--- config.mk ---
export PLATFORM = sky130hd
export DESIGN_NAME = initSequencer
export DESIGN_NICKNAME = d
export VERILOG_FILES = /design/src/rtl/initSeqPkg.sv /design/src/rtl/initSeqDatapath.sv /design/src/rtl/initSeqControl.sv /design/src/rtl/initSequencer.sv
export SDC_FILE = /design/constraint.sdc
export NUM_CORES = 1
export LEC_CHECK = 0
export BUFFER_PORTS_ARGS = -buffer_cell sky130_fd_sc_hd__buf_2
export CAP_MARGIN = 25
export CELL_PAD_IN_SITES_DETAIL_PLACEMENT = 1
export CELL_PAD_IN_SITES_GLOBAL_PLACEMENT = 2
export CORE_MARGIN = 10
export CORE_UTILIZATION = 36
export CTS_BUF_LIST = sky130_fd_sc_hd__clkbuf_4
export CTS_CLUSTER_SIZE = 24
export DETAILED_ROUTE_END_ITERATION = 8
export PLACE_DENSITY = 0.72
export SYNTH_ARGS = -nofsm -noshare
export SYNTH_HDL_FRONTEND = slang
export SYNTH_SLANG_ARGS = --single-unit
--- constraint.sdc ---
create_clock -name clk -period 1.55 [get_ports clk]
set_input_delay 0.155 -clock clk [delete_from_list [all_inputs] [get_ports clk]]
set_output_delay 0.155 -clock clk [all_outputs]
set_load 0.02 [all_outputs]
--- src/rtl/initSeqPkg.sv ---
package initSeqPkg;

  typedef enum logic [1:0] {
    ST_PWR_WAIT = 2'd0,
    ST_INIT     = 2'd1,
    ST_HOLD     = 2'd2,
    ST_RUN      = 2'd3
  } seqState_t;

  // strobes from control to datapath
  typedef struct packed {
    logic restart;  // clear timer and loader-done latch
    logic count;    // advance timer
  } seqCtrl_t;

  // status from datapath to control
  typedef struct packed {
    logic reqHigh;    // synchronized request input is high
    logic reqQual;    // qualified restart request, one cycle
    logic timerDone;  // timed part of initialization complete
    logic cfgReady;   // loader done now or earlier in this sequence
  } seqStat_t;

endpackage

--- src/rtl/initSeqDatapath.sv ---
module initSeqDatapath
  import initSeqPkg::*;
#(
  parameter int SYNC_STAGES = 2,
  parameter int MIN_LOW_CYC = 5,
  parameter int INIT_CYC    = 8000
) (
  input  logic     clk,
  input  logic     powerGood,
  input  logic     rstReqN,
  input  logic     cfgDone,
  input  seqCtrl_t ctrl,
  output seqStat_t stat
);

  localparam int LOW_W  = $clog2(MIN_LOW_CYC + 1);
  localparam int INIT_W = $clog2(INIT_CYC + 1);
  localparam logic [LOW_W-1:0]  LOW_MAX   = LOW_W'(MIN_LOW_CYC);
  localparam logic [LOW_W-1:0]  LOW_LAST  = LOW_W'(MIN_LOW_CYC - 1);
  localparam logic [INIT_W-1:0] INIT_LAST = INIT_W'(INIT_CYC - 1);

  logic [SYNC_STAGES-1:0] syncQ;
  logic                   reqSync;
  logic [LOW_W-1:0]       lowCnt;
  logic [INIT_W-1:0]      initCnt;
  logic                   cfgSeen;
  logic                   timerDone;

  // synchronizer chain; resets low so a level present at power-up is not an edge
  always_ff @(posedge clk or negedge powerGood) begin
    if (!powerGood) syncQ <= '0;
    else            syncQ <= {syncQ[SYNC_STAGES-2:0], rstReqN};
  end

  assign reqSync = syncQ[SYNC_STAGES-1];

  // low-width qualifier; starts saturated so an initial low level never qualifies
  always_ff @(posedge clk or negedge powerGood) begin
    if (!powerGood)              lowCnt <= LOW_MAX;
    else if (reqSync)            lowCnt <= '0;
    else if (lowCnt != LOW_MAX)  lowCnt <= lowCnt + LOW_W'(1);
  end

  // initialization timer, saturates at its last count
  assign timerDone = (initCnt == INIT_LAST);

  always_ff @(posedge clk or negedge powerGood) begin
    if (!powerGood)                    initCnt <= '0;
    else if (ctrl.restart)             initCnt <= '0;
    else if (ctrl.count && !timerDone) initCnt <= initCnt + INIT_W'(1);
  end

  // loader-done latch
  always_ff @(posedge clk or negedge powerGood) begin
    if (!powerGood)        cfgSeen <= 1'b0;
    else if (ctrl.restart) cfgSeen <= 1'b0;
    else if (cfgDone)      cfgSeen <= 1'b1;
  end

  assign stat.reqHigh   = reqSync;
  assign stat.reqQual   = !reqSync && (lowCnt == LOW_LAST);
  assign stat.timerDone = timerDone;
  assign stat.cfgReady  = cfgSeen | cfgDone;

endmodule

--- src/rtl/initSeqControl.sv ---
module initSeqControl
  import initSeqPkg::*;
(
  input  logic     clk,
  input  logic     powerGood,
  input  seqStat_t stat,
  output seqCtrl_t ctrl,
  output logic     outEnable,
  output logic     regInit
);

  seqState_t state, stateNext;

  always_comb begin
    stateNext = state;
    unique case (state)
      ST_PWR_WAIT: stateNext = ST_INIT;
      ST_INIT: begin
        if (stat.reqQual)                          stateNext = ST_INIT;
        else if (stat.timerDone && stat.cfgReady)  stateNext = stat.reqHigh ? ST_RUN : ST_HOLD;
      end
      ST_HOLD: begin
        if (stat.reqQual)      stateNext = ST_INIT;
        else if (stat.reqHigh) stateNext = ST_RUN;
      end
      ST_RUN: begin
        if (stat.reqQual) stateNext = ST_INIT;
      end
      default: stateNext = ST_PWR_WAIT;
    endcase
  end

  assign ctrl.restart = (state == ST_PWR_WAIT) || stat.reqQual;
  assign ctrl.count   = (state == ST_INIT);

  always_ff @(posedge clk or negedge powerGood) begin
    if (!powerGood) begin
      state     <= ST_PWR_WAIT;
      outEnable <= 1'b0;
      regInit   <= 1'b0;
    end else begin
      state     <= stateNext;
      outEnable <= (stateNext == ST_RUN);
      regInit   <= (stateNext == ST_INIT);
    end
  end

endmodule

--- src/rtl/initSequencer.sv ---
module initSequencer
  import initSeqPkg::*;
#(
  parameter int SYNC_STAGES = 2,
  parameter int MIN_LOW_CYC = 5,
  parameter int INIT_CYC    = 8000
) (
  input  logic clk,
  input  logic powerGood,
  input  logic rstReqN,
  input  logic cfgDone,
  output logic outEnable,
  output logic regInit
);

  seqCtrl_t ctrl;
  seqStat_t stat;

  initSeqDatapath #(
    .SYNC_STAGES(SYNC_STAGES),
    .MIN_LOW_CYC(MIN_LOW_CYC),
    .INIT_CYC   (INIT_CYC)
  ) uDatapath (
    .clk      (clk),
    .powerGood(powerGood),
    .rstReqN  (rstReqN),
    .cfgDone  (cfgDone),
    .ctrl     (ctrl),
    .stat     (stat)
  );

  initSeqControl uControl (
    .clk      (clk),
    .powerGood(powerGood),
    .stat     (stat),
    .ctrl     (ctrl),
    .outEnable(outEnable),
    .regInit  (regInit)
  );

endmodule

==> impl_summary.log, run 1 <==
INFO  metric fp.dieW = 76.43 um
INFO  metric fillerInstances = roughly 350
INFO  metric powerDensity = roughly 1200 nW/um^2
INFO  metric power.static_leakage = 0.7315 nW
INFO  metric antenna_cells = 0
INFO  metric internal-power = 1.256 mW
INFO  metric power.switching_fraction = 0.3574
INFO  metric ys_seq_elements = 23
INFO  metric ys_top_cells_by_area = sky130_fd_sc_hd__dfrtp_1 46%, sky130_fd_sc_hd__dfstp_2 4.6%, sky130_fd_sc_hd__ha_1 4.4%
INFO  metric combPwrFrac = 0.436
INFO  metric clk_root_buffer_cell = sky130_fd_sc_hd__clkbuf_4
INFO  metric drive_above_1_share = 0.4479
INFO  metric report.final.setup_viol = 4
INFO  metric global_route.overflow_total = 0
INFO  metric final_nets = 172
INFO  metric synth_area_per_cell = 9.713 um^2
INFO  metric rsz0062_at_grt = true
INFO  metric finalSetupTns = -142.9 ps
INFO  metric detailedPlacementHpwl = 2.194 mm
INFO  metric clock_tree.buffer_depth = 2
INFO  metric synth.yosys.seq_area_share = 0.5044
INFO  metric critical_path.max_fanout = 4
INFO  metric cts_num_sinks = 23
INFO  metric synth_enable_flop_cells = 0
INFO  metric initial_utilization = 0.3754
INFO  metric maxCapViolCount = 0
INFO  metric syn_inst = 118
INFO  metric placement_rows = 20
INFO  metric cpMaxStageDelayCell = sky130_fd_sc_hd__dfrtp_1
INFO  metric endpoint_kind = flop
INFO  metric drt_pass1_iterations = 4
INFO  metric grt_start_max_net_pins = 24
INFO  metric switching_power = about 700 uW
INFO  metric place_ws = -88.41 ps
INFO  metric whs = 141.3 ps
INFO  metric route.detailed.wl_per_inst = between 15 and 20 um
INFO  metric portion_of_total_power_attributed_to_sequential_cells = 0.409
INFO  metric port_buffers = 5
INFO  metric violations = negative setup slack
INFO  metric finalHoldViolations = 0
INFO  metric synth_async_sr_flop_share = 1.000
INFO  metric finalPower = 1.955 mW
INFO  metric netlist-cell-type-count = 34
INFO  metric tightest_slew = 531.1 ps
INFO  metric post-route-min-period = 1603 ps
INFO  metric worst_hold_path_type = primary input to flop
INFO  metric synth_area = 1146 um^2
INFO  metric route.vias.total = 1049
INFO  metric coreArea = slightly above 3000 um^2
INFO  metric slew_violations = 0
INFO  metric die_height = ~76 um
INFO  metric post_route_design_area = 1652 um^2
INFO  metric vdd_drop_max = ~0.65 mV
INFO  metric finalWorstSetupSlack = -52.63 ps
INFO  metric drc = 0
INFO  metric worstPathCellList = ha_2, buf_6, nand3b_1, nor4_1, xnor2_1, nor2_1
INFO  metric cp_data_required_time = 1770 ps
INFO  metric clk_pin_slew_worst_setup_hold_paths = roughly 130 ps
INFO  metric first_global_vias = 1083
INFO  metric placedInstanceArea = 1409 um^2
INFO  metric cpPeakStageDelay = roughly 400 ps
INFO  metric timing.slew.headroom = 0.6460
INFO  metric worst_skew_pair.late_latency = 310 ps
INFO  metric drt-vias-per-instance = between 5 and 6
INFO  metric clock_buffer_count_from_cts = 3
INFO  metric drt.antenna.violating_nets = 0
INFO  metric nature_of_the_critical_path_startpoint = flop
INFO  metric cts.htree.levels = 1
INFO  metric route.final.wire_length = approximately 3.2 mm
INFO  metric total_global_route_track_usage = 0.1089
INFO  metric drt_iter0_drc = 37
INFO  metric clockPowerShare = 0.155
INFO  metric fin_crit_sh = 1.034
INFO  metric fp.dieArea = 5841 um^2
INFO  metric synth_top_area_frac = 0.4585
INFO  metric grt_first_pass_wirelength = roughly 5.3 mm
INFO  metric max_freq = 624.0 MHz
INFO  metric outcome = complete, but fails checks
INFO  metric cts_tree = yes
INFO  metric syn_nets = approximately 130
INFO  metric worst-setup-path-type = flop to flop
INFO  metric worst_ep_arrival_time = 1820 ps
INFO  metric gp_congestion = 0.8412
INFO  metric synth_area_leader_cell = sky130_fd_sc_hd__dfrtp_1
INFO  metric io-pin-count = 6
INFO  metric synth.yosys.warnings = 0
INFO  metric fin_skew = 7.934 ps
INFO  metric area_delta_synth_final = 44.10%
INFO  metric dominantRegCellSynth = sky130_fd_sc_hd__dfrtp_1
INFO  metric number_of_antenna_violations_at_the_first_check_in_global_routing = 0
[through the flow]
stage,util,instances
after floorplan,-,118
after global placement,0.4615,190
after detailed placement,0.4615,190
after CTS,0.5070,204
after global routing,0.5410,207
final,0.5410,207
[final timing paths]
kind                                                      to                             start  depth (start not counted)  slack [ps]
max in group asynchronous   uDatapath.initCnt[3]$_DFFE_PN0P_                         powerGood                          2         830
min                            uDatapath.cfgSeen$_DFFE_PN0P_                           cfgDone                          3         140
min in group asynchronous   uDatapath.initCnt[7]$_DFFE_PN0P_                         powerGood                          2         340
max reg2reg                uDatapath.initCnt[10]$_DFFE_PN0P_  uDatapath.initCnt[0]$_DFFE_PN0P_                          6         -50
min reg2reg                     uDatapath.syncQ[1]$_DFF_PN0_      uDatapath.syncQ[0]$_DFF_PN0_                          0         370
max                        uDatapath.initCnt[10]$_DFFE_PN0P_  uDatapath.initCnt[0]$_DFFE_PN0P_                          6         -50
[final cells by class]
| cell class | instances | area [um^2] | share of cell area |
|---|---|---|---|
| Inverter | 3 | 11.26 | 0.006818 |
| Clock buffer | 4 | 30.03 | 0.01818 |
| Sequential cell | 23 | 580.6 | 0.3515 |
| Timing Repair Buffer | 44 | 334.1 | 0.2023 |
| Tap cell | 44 | 55.05 | 0.03333 |
| Multi-Input combinational cell | 89 | 640.6 | 0.3879 |
[worst max-delay path: cells and delay by family (launching register included)]
kind	cells	cell delay [ps]
and+or+nand+nor	3	620
DFF	1	410
adders and majority gates	1	220
xor gates and xnor gates	1	160
buffers and inverters	1	100
[cell usage in the layout, fill, tap and decap left out, types with 2 or more instances in the layout]
master,instances
sky130_fd_sc_hd__dfstp_2,2
sky130_fd_sc_hd__or3_1,2
sky130_fd_sc_hd__buf_6,3
sky130_fd_sc_hd__a21oi_1,6
sky130_fd_sc_hd__nand4_1,5
sky130_fd_sc_hd__nand2_1,9
sky130_fd_sc_hd__nor3_1,2
sky130_fd_sc_hd__nor2_1,10
sky130_fd_sc_hd__inv_1,3
sky130_fd_sc_hd__dfrtp_1,19
sky130_fd_sc_hd__a21oi_2,3
sky130_fd_sc_hd__and2_1,2
sky130_fd_sc_hd__nand3_1,5
sky130_fd_sc_hd__dfrtp_2,2
sky130_fd_sc_hd__ha_1,3
sky130_fd_sc_hd__or4_4,2
sky130_fd_sc_hd__dlygate4sd3_1,2
sky130_fd_sc_hd__nand2_2,2
sky130_fd_sc_hd__clkbuf_4,4
sky130_fd_sc_hd__buf_4,34
sky130_fd_sc_hd__xnor2_1,4
sky130_fd_sc_hd__a21o_1,2
sky130_fd_sc_hd__o21ai_0,5
sky130_fd_sc_hd__or3_4,2
sky130_fd_sc_hd__buf_2,5
sky130_fd_sc_hd__o31ai_1,2
sky130_fd_sc_hd__and4_4,2
sky130_fd_sc_hd__nor2b_1,2
[power groups by stage]
| stage | registers (mW) | clock network (mW) | logic [mW] |
|---|---|---|---|
| 2_1_floorplan | 0.811 | 0 | 0.301 |
| 3_3_place_gp | 0.813 | 0 | 0.544 |
| 3_5_place_dp | 0.826 | 0 | 0.574 |
| 4_1_cts | 0.784 | 0.319 | 0.719 |
| 5_1_grt | 0.812 | 0.354 | 0.940 |
| 6_report | 0.800 | 0.302 | 0.852 |
[what timing repair did]
action	in CTS	in global routing
gates cloned	0	0
pin swaps	3	6
hold buffers	2	0
setup buffers	8	3
endpoints found under the hold margin	22	0
endpoints found under the setup margin	8	14
gates resized for setup	8	21
[layer usage]
metal | global-route usage | part of all wire
met5 | 0 | 0
met2 | 0.1684 | 0.48
met1 | 0.1458 | 0.48
met3 | 0.02358 | 0.024
met4 | 0.03532 | 0.012
[cell usage after synthesis (2+ instances only)]
library cell,number
sky130_fd_sc_hd__a21o_1,2
sky130_fd_sc_hd__a21oi_1,9
sky130_fd_sc_hd__and2_1,2
sky130_fd_sc_hd__clkbuf_1,2
sky130_fd_sc_hd__dfrtp_1,21
sky130_fd_sc_hd__dfstp_2,2
sky130_fd_sc_hd__ha_1,4
sky130_fd_sc_hd__inv_1,3
sky130_fd_sc_hd__nand2_1,11
sky130_fd_sc_hd__nand3_1,6
sky130_fd_sc_hd__nand4_1,5
sky130_fd_sc_hd__nor2_1,12
sky130_fd_sc_hd__nor2b_1,2
sky130_fd_sc_hd__nor3_1,3
sky130_fd_sc_hd__nor4_1,2
sky130_fd_sc_hd__o21ai_0,6
sky130_fd_sc_hd__o31ai_1,3
sky130_fd_sc_hd__or3_1,3
sky130_fd_sc_hd__or4_1,2
sky130_fd_sc_hd__xnor2_1,4
[cell families (layout without fill, tap and decap cells)]
kind of cell	Yosys count	after routing	share of synthesized area
adder cells (fa/ha/maj)	4	4	0.04367
flip-flops	23	23	0.5044
buffers and inverters	6	51	0.02620
XOR/XNOR	5	5	0.03821
AO/OA/AOI/OAI	26	26	0.1408
AND/OR/NAND/NOR	54	54	0.2467
[registers in the layout, summed over array words and instances (netlist names)]
| name | flops |
|---|---|
| uControl.outEnable | 1 |
| uControl.regInit | 1 |
| uControl.state | 2 |
| uDatapath.cfgSeen | 1 |
| uDatapath.initCnt | 13 |
| uDatapath.lowCnt | 3 |
| uDatapath.syncQ | 2 |
(Power assumes the default switching activity.)
==> inputs of run 2 (changes only) <==
Settings changed: MAX_ROUTING_LAYER set to met4.
==> run 2 against run 1 <==
Compared with the run above:
- the flow still finishes with violations (negative setup slack)
- critical endpoint unchanged
- clock skew barely moved
- combinational power barely moved
- clock power barely moved
- critical path type unchanged
- largest cell class unchanged
==> impl_summary.log, run 2 (synthesized netlist as in run 1, its figures left out) <==
INFO  metric outcome = complete, but fails checks
INFO  metric violations = negative setup slack
INFO  metric drt_pass1_iterations = 4 (unchanged)
INFO  metric detailedPlacementHpwl = 2.194 mm (unchanged)
INFO  metric rsz0062_at_grt = true
INFO  metric finalHoldViolations = 0 (unchanged)
INFO  metric placement_rows = 20 (unchanged)
INFO  metric worstPathCellList = ha_2, buf_6, nand3b_1, nor4_1, xnor2_1, nor2_1
INFO  metric fp.dieArea = 5841 um^2 (unchanged)
INFO  metric clk_root_buffer_cell = sky130_fd_sc_hd__clkbuf_4
INFO  metric fin_skew = 7.964 ps (+0.03081 ps)
INFO  metric fillerInstances = 348 (unchanged)
INFO  metric r2r_slack = -50 ps (about the same)
INFO  metric port_buffers = 5 (unchanged)
INFO  metric total_global_route_track_usage = 0.1119 (+0.002977)
INFO  metric critical_path.n_buffers_inverters = 1 (unchanged)
INFO  metric maxCapViolCount = 0 (unchanged)
INFO  metric fin_crit_sh = 1.034 (about the same)
INFO  metric report.final.setup_viol = 4 (unchanged)
INFO  metric worst-setup-path-type = flop to flop
INFO  metric clock_buffer_count_from_cts = 3 (unchanged)
INFO  metric cp_data_required_time = 1770 ps (about the same)
INFO  metric holdCritStartpoint = cfgDone
INFO  metric drt_iter0_drc = 35 (-5.4%)
INFO  metric number_of_antenna_violations_at_the_first_check_in_global_routing = 0 (unchanged)
INFO  metric drt-vias-per-instance = 5.058 (-0.19%)
INFO  metric max_freq = 624.0 MHz (about the same)
INFO  metric power.static_leakage = 0.7315 nW (unchanged)
INFO  metric area_delta_synth_final = 44.10% (unchanged)
INFO  metric drc = 0 (unchanged)
INFO  metric final_nets = 172 (unchanged)
INFO  metric route.met3.wl = 78 um (unchanged)
INFO  metric post_route_design_area = 1652 um^2 (unchanged)
INFO  metric cts_num_sinks = 23 (unchanged)
INFO  metric hold_end = uDatapath.cfgSeen$_DFFE_PN0P_
INFO  metric worst_hold_path_type = primary input to flop
INFO  metric route.final.wire_length = 3.203 mm (unchanged)
INFO  metric fp.dieW = 76.43 um (unchanged)
INFO  metric worst_skew_pair.late_latency = 310 ps (about the same)
INFO  metric reg2reg_depth = 6 (unchanged)
INFO  metric die_height = 76.43 um (unchanged)
INFO  metric finalPower = 1.955 mW (about the same)
INFO  metric post-route-min-period = 1603 ps (-0.01250 ps)
INFO  metric max_flop_register = uDatapath.initCnt
INFO  metric grt_start_max_net_pins = 24 (unchanged)
INFO  metric route.detailed.wl_per_inst = 15.47 um (unchanged)
INFO  metric initial_utilization = 0.3754 (unchanged)
INFO  metric antenna_cells = 0 (unchanged)
INFO  metric finalWorstSetupSlack = -52.62 ps (+0.01250 ps)
INFO  metric coreArea = 3053 um^2 (unchanged)
INFO  metric hold_depth = 3 (unchanged)
INFO  metric drive_above_1_share = 0.4479 (unchanged)
INFO  metric cts_tree = yes
INFO  metric finalSetupTns = -142.9 ps (+0.05600 ps)
INFO  metric worst_ep_arrival_time = 1820 ps (about the same)
INFO  metric regToRegStartpoint = uDatapath.initCnt[0]$_DFFE_PN0P_
INFO  metric placed_cells = 190 (unchanged)
INFO  metric placedInstanceArea = 1409 um^2 (unchanged)
INFO  metric nature_of_the_critical_path_startpoint = flop
INFO  metric grt_first_pass_wirelength = 5.326 mm (unchanged)
INFO  metric finish.cell_count_without_fillers = 207 (unchanged)
INFO  metric gp_congestion = 0.8543 (+1.6%)
INFO  metric critical_path.reg2reg.endpoint = uDatapath.initCnt[10]$_DFFE_PN0P_
INFO  metric top_regs = uDatapath.initCnt x13, uDatapath.lowCnt x3
INFO  metric route.vias.total = 1047 (-0.19%)
INFO  metric powerDensity = 1183 nW/um^2 (about the same)
INFO  metric clock_tree.buffer_depth = 2 (unchanged)
INFO  metric highest_layer = met4
INFO  metric cpPeakStageDelay = 410 ps (about the same)
INFO  metric timing.slew.headroom = 0.6432 (-0.002722)
INFO  metric critPathTopFamily = simple AND/OR/NAND/NOR gates
INFO  metric drt.antenna.violating_nets = 0 (unchanged)
INFO  metric slew_violations = 0 (unchanged)
INFO  metric endpoint_kind = flop
INFO  metric global_route.overflow_total = 0 (unchanged)
INFO  metric largest_reg_flops = 13 (unchanged)
INFO  metric vdd_drop_max = 0.6488 mV (unchanged)
INFO  metric io-pin-count = 6 (unchanged)
INFO  metric routed_metal_1_wirelength = 1.540 mm (+0.26%)
INFO  metric route.met2.wl = 1.547 mm (-0.19%)
INFO  metric critical_path.max_fanout = 4 (unchanged)
INFO  metric layout_commonest_cell = sky130_fd_sc_hd__buf_4
INFO  metric cpMaxStageDelayCell = sky130_fd_sc_hd__dfrtp_1
INFO  metric tightest_slew = 535.2 ps (+4.082 ps)
INFO  metric first_global_vias = 1079 (-0.37%)
INFO  metric highest_count_cells_in_the_layout_ignoring_fill_and_taps = 34 x sky130_fd_sc_hd__buf_4, 19 x sky130_fd_sc_hd__dfrtp_1, 10 x sky130_fd_sc_hd__nor2_1
INFO  metric cts.htree.levels = 1 (unchanged)
INFO  metric clk_pin_slew_worst_setup_hold_paths = 130 ps (about the same)
[run 2: cell counts in the layout (fill, tap and decap cells not counted)]
Identical to the previous run, type by type.
[run 2: worst max-delay path by stage]
stage | start | end | slack (ps) | depth (start not counted)
after CTS | uDatapath.initCnt[2]$_DFFE_PN0P_ | uDatapath.initCnt[9]$_DFFE_PN0P_ | -30 | 4
after floorplan | uDatapath.initCnt[9]$_DFFE_PN0P_ | uDatapath.initCnt[11]$_DFFE_PN0P_ | 20 | 5
after global routing | uDatapath.initCnt[0]$_DFFE_PN0P_ | uDatapath.initCnt[10]$_DFFE_PN0P_ | -130 | 6
after global placement | uDatapath.initCnt[9]$_DFFE_PN0P_ | uDatapath.initCnt[9]$_DFFE_PN0P_ | -40 | 4
after detailed placement | uDatapath.initCnt[9]$_DFFE_PN0P_ | uDatapath.initCnt[9]$_DFFE_PN0P_ | -90 | 4
final | uDatapath.initCnt[0]$_DFFE_PN0P_ | uDatapath.initCnt[10]$_DFFE_PN0P_ | -50 | 6
[run 2: per-layer routing]
metal	track usage	vias up
li1	-	516
met2	0.1684	13
met3	0.02358	4
met4	0.03532	0
met5	-	-
met1	0.1458	514
[run 2: metrics by stage]
stage	setup WS [ps]	util	hold WS (ps)
2_1_floorplan	15.05	-	-140.6
3_3_place_gp	-39.49	0.4615	155.7
3_5_place_dp	-88.41	0.4615	166.1
4_1_cts	-31.64	0.5070	116.9
5_1_grt	-125.6	0.5410	162.1
6_report	-52.62	0.5410	146.0
[run 2: cell type report]
class | count | area (um^2) | share of cell area
Inverter | 3 | 11.26 | 0.006818
Timing Repair Buffer | 44 | 334.1 | 0.2023
Tap cell | 44 | 55.05 | 0.03333
Multi-Input combinational cell | 89 | 640.6 | 0.3879
Sequential cell | 23 | 580.6 | 0.3515
Clock buffer | 4 | 30.03 | 0.01818
[run 2: what timing repair did]
action	CTS	global route
setup buffers	8	3
pin swaps	3	6
gates resized for setup	8	21
hold buffers	2	0
endpoints found under the setup margin	8	14
endpoints found under the hold margin	22	0
[run 2: worst register-to-register path, cell delays in order (launching register included)]
cell                       delay [ps]
sky130_fd_sc_hd__dfrtp_1          410
sky130_fd_sc_hd__ha_2             220
sky130_fd_sc_hd__buf_6            100
sky130_fd_sc_hd__nand3b_1         200
sky130_fd_sc_hd__nor4_1           370
sky130_fd_sc_hd__xnor2_1          160
sky130_fd_sc_hd__nor2_1            50
[run 2: power breakdown]
part / total, mW / switching, mW / leakage (nW) / internal (mW)
sequential: 0.800 / 0.0914 / 0.277 / 0.709
clock: 0.302 / 0.185 / 0.0184 / 0.118
combinational: 0.852 / 0.423 / 0.436 / 0.429
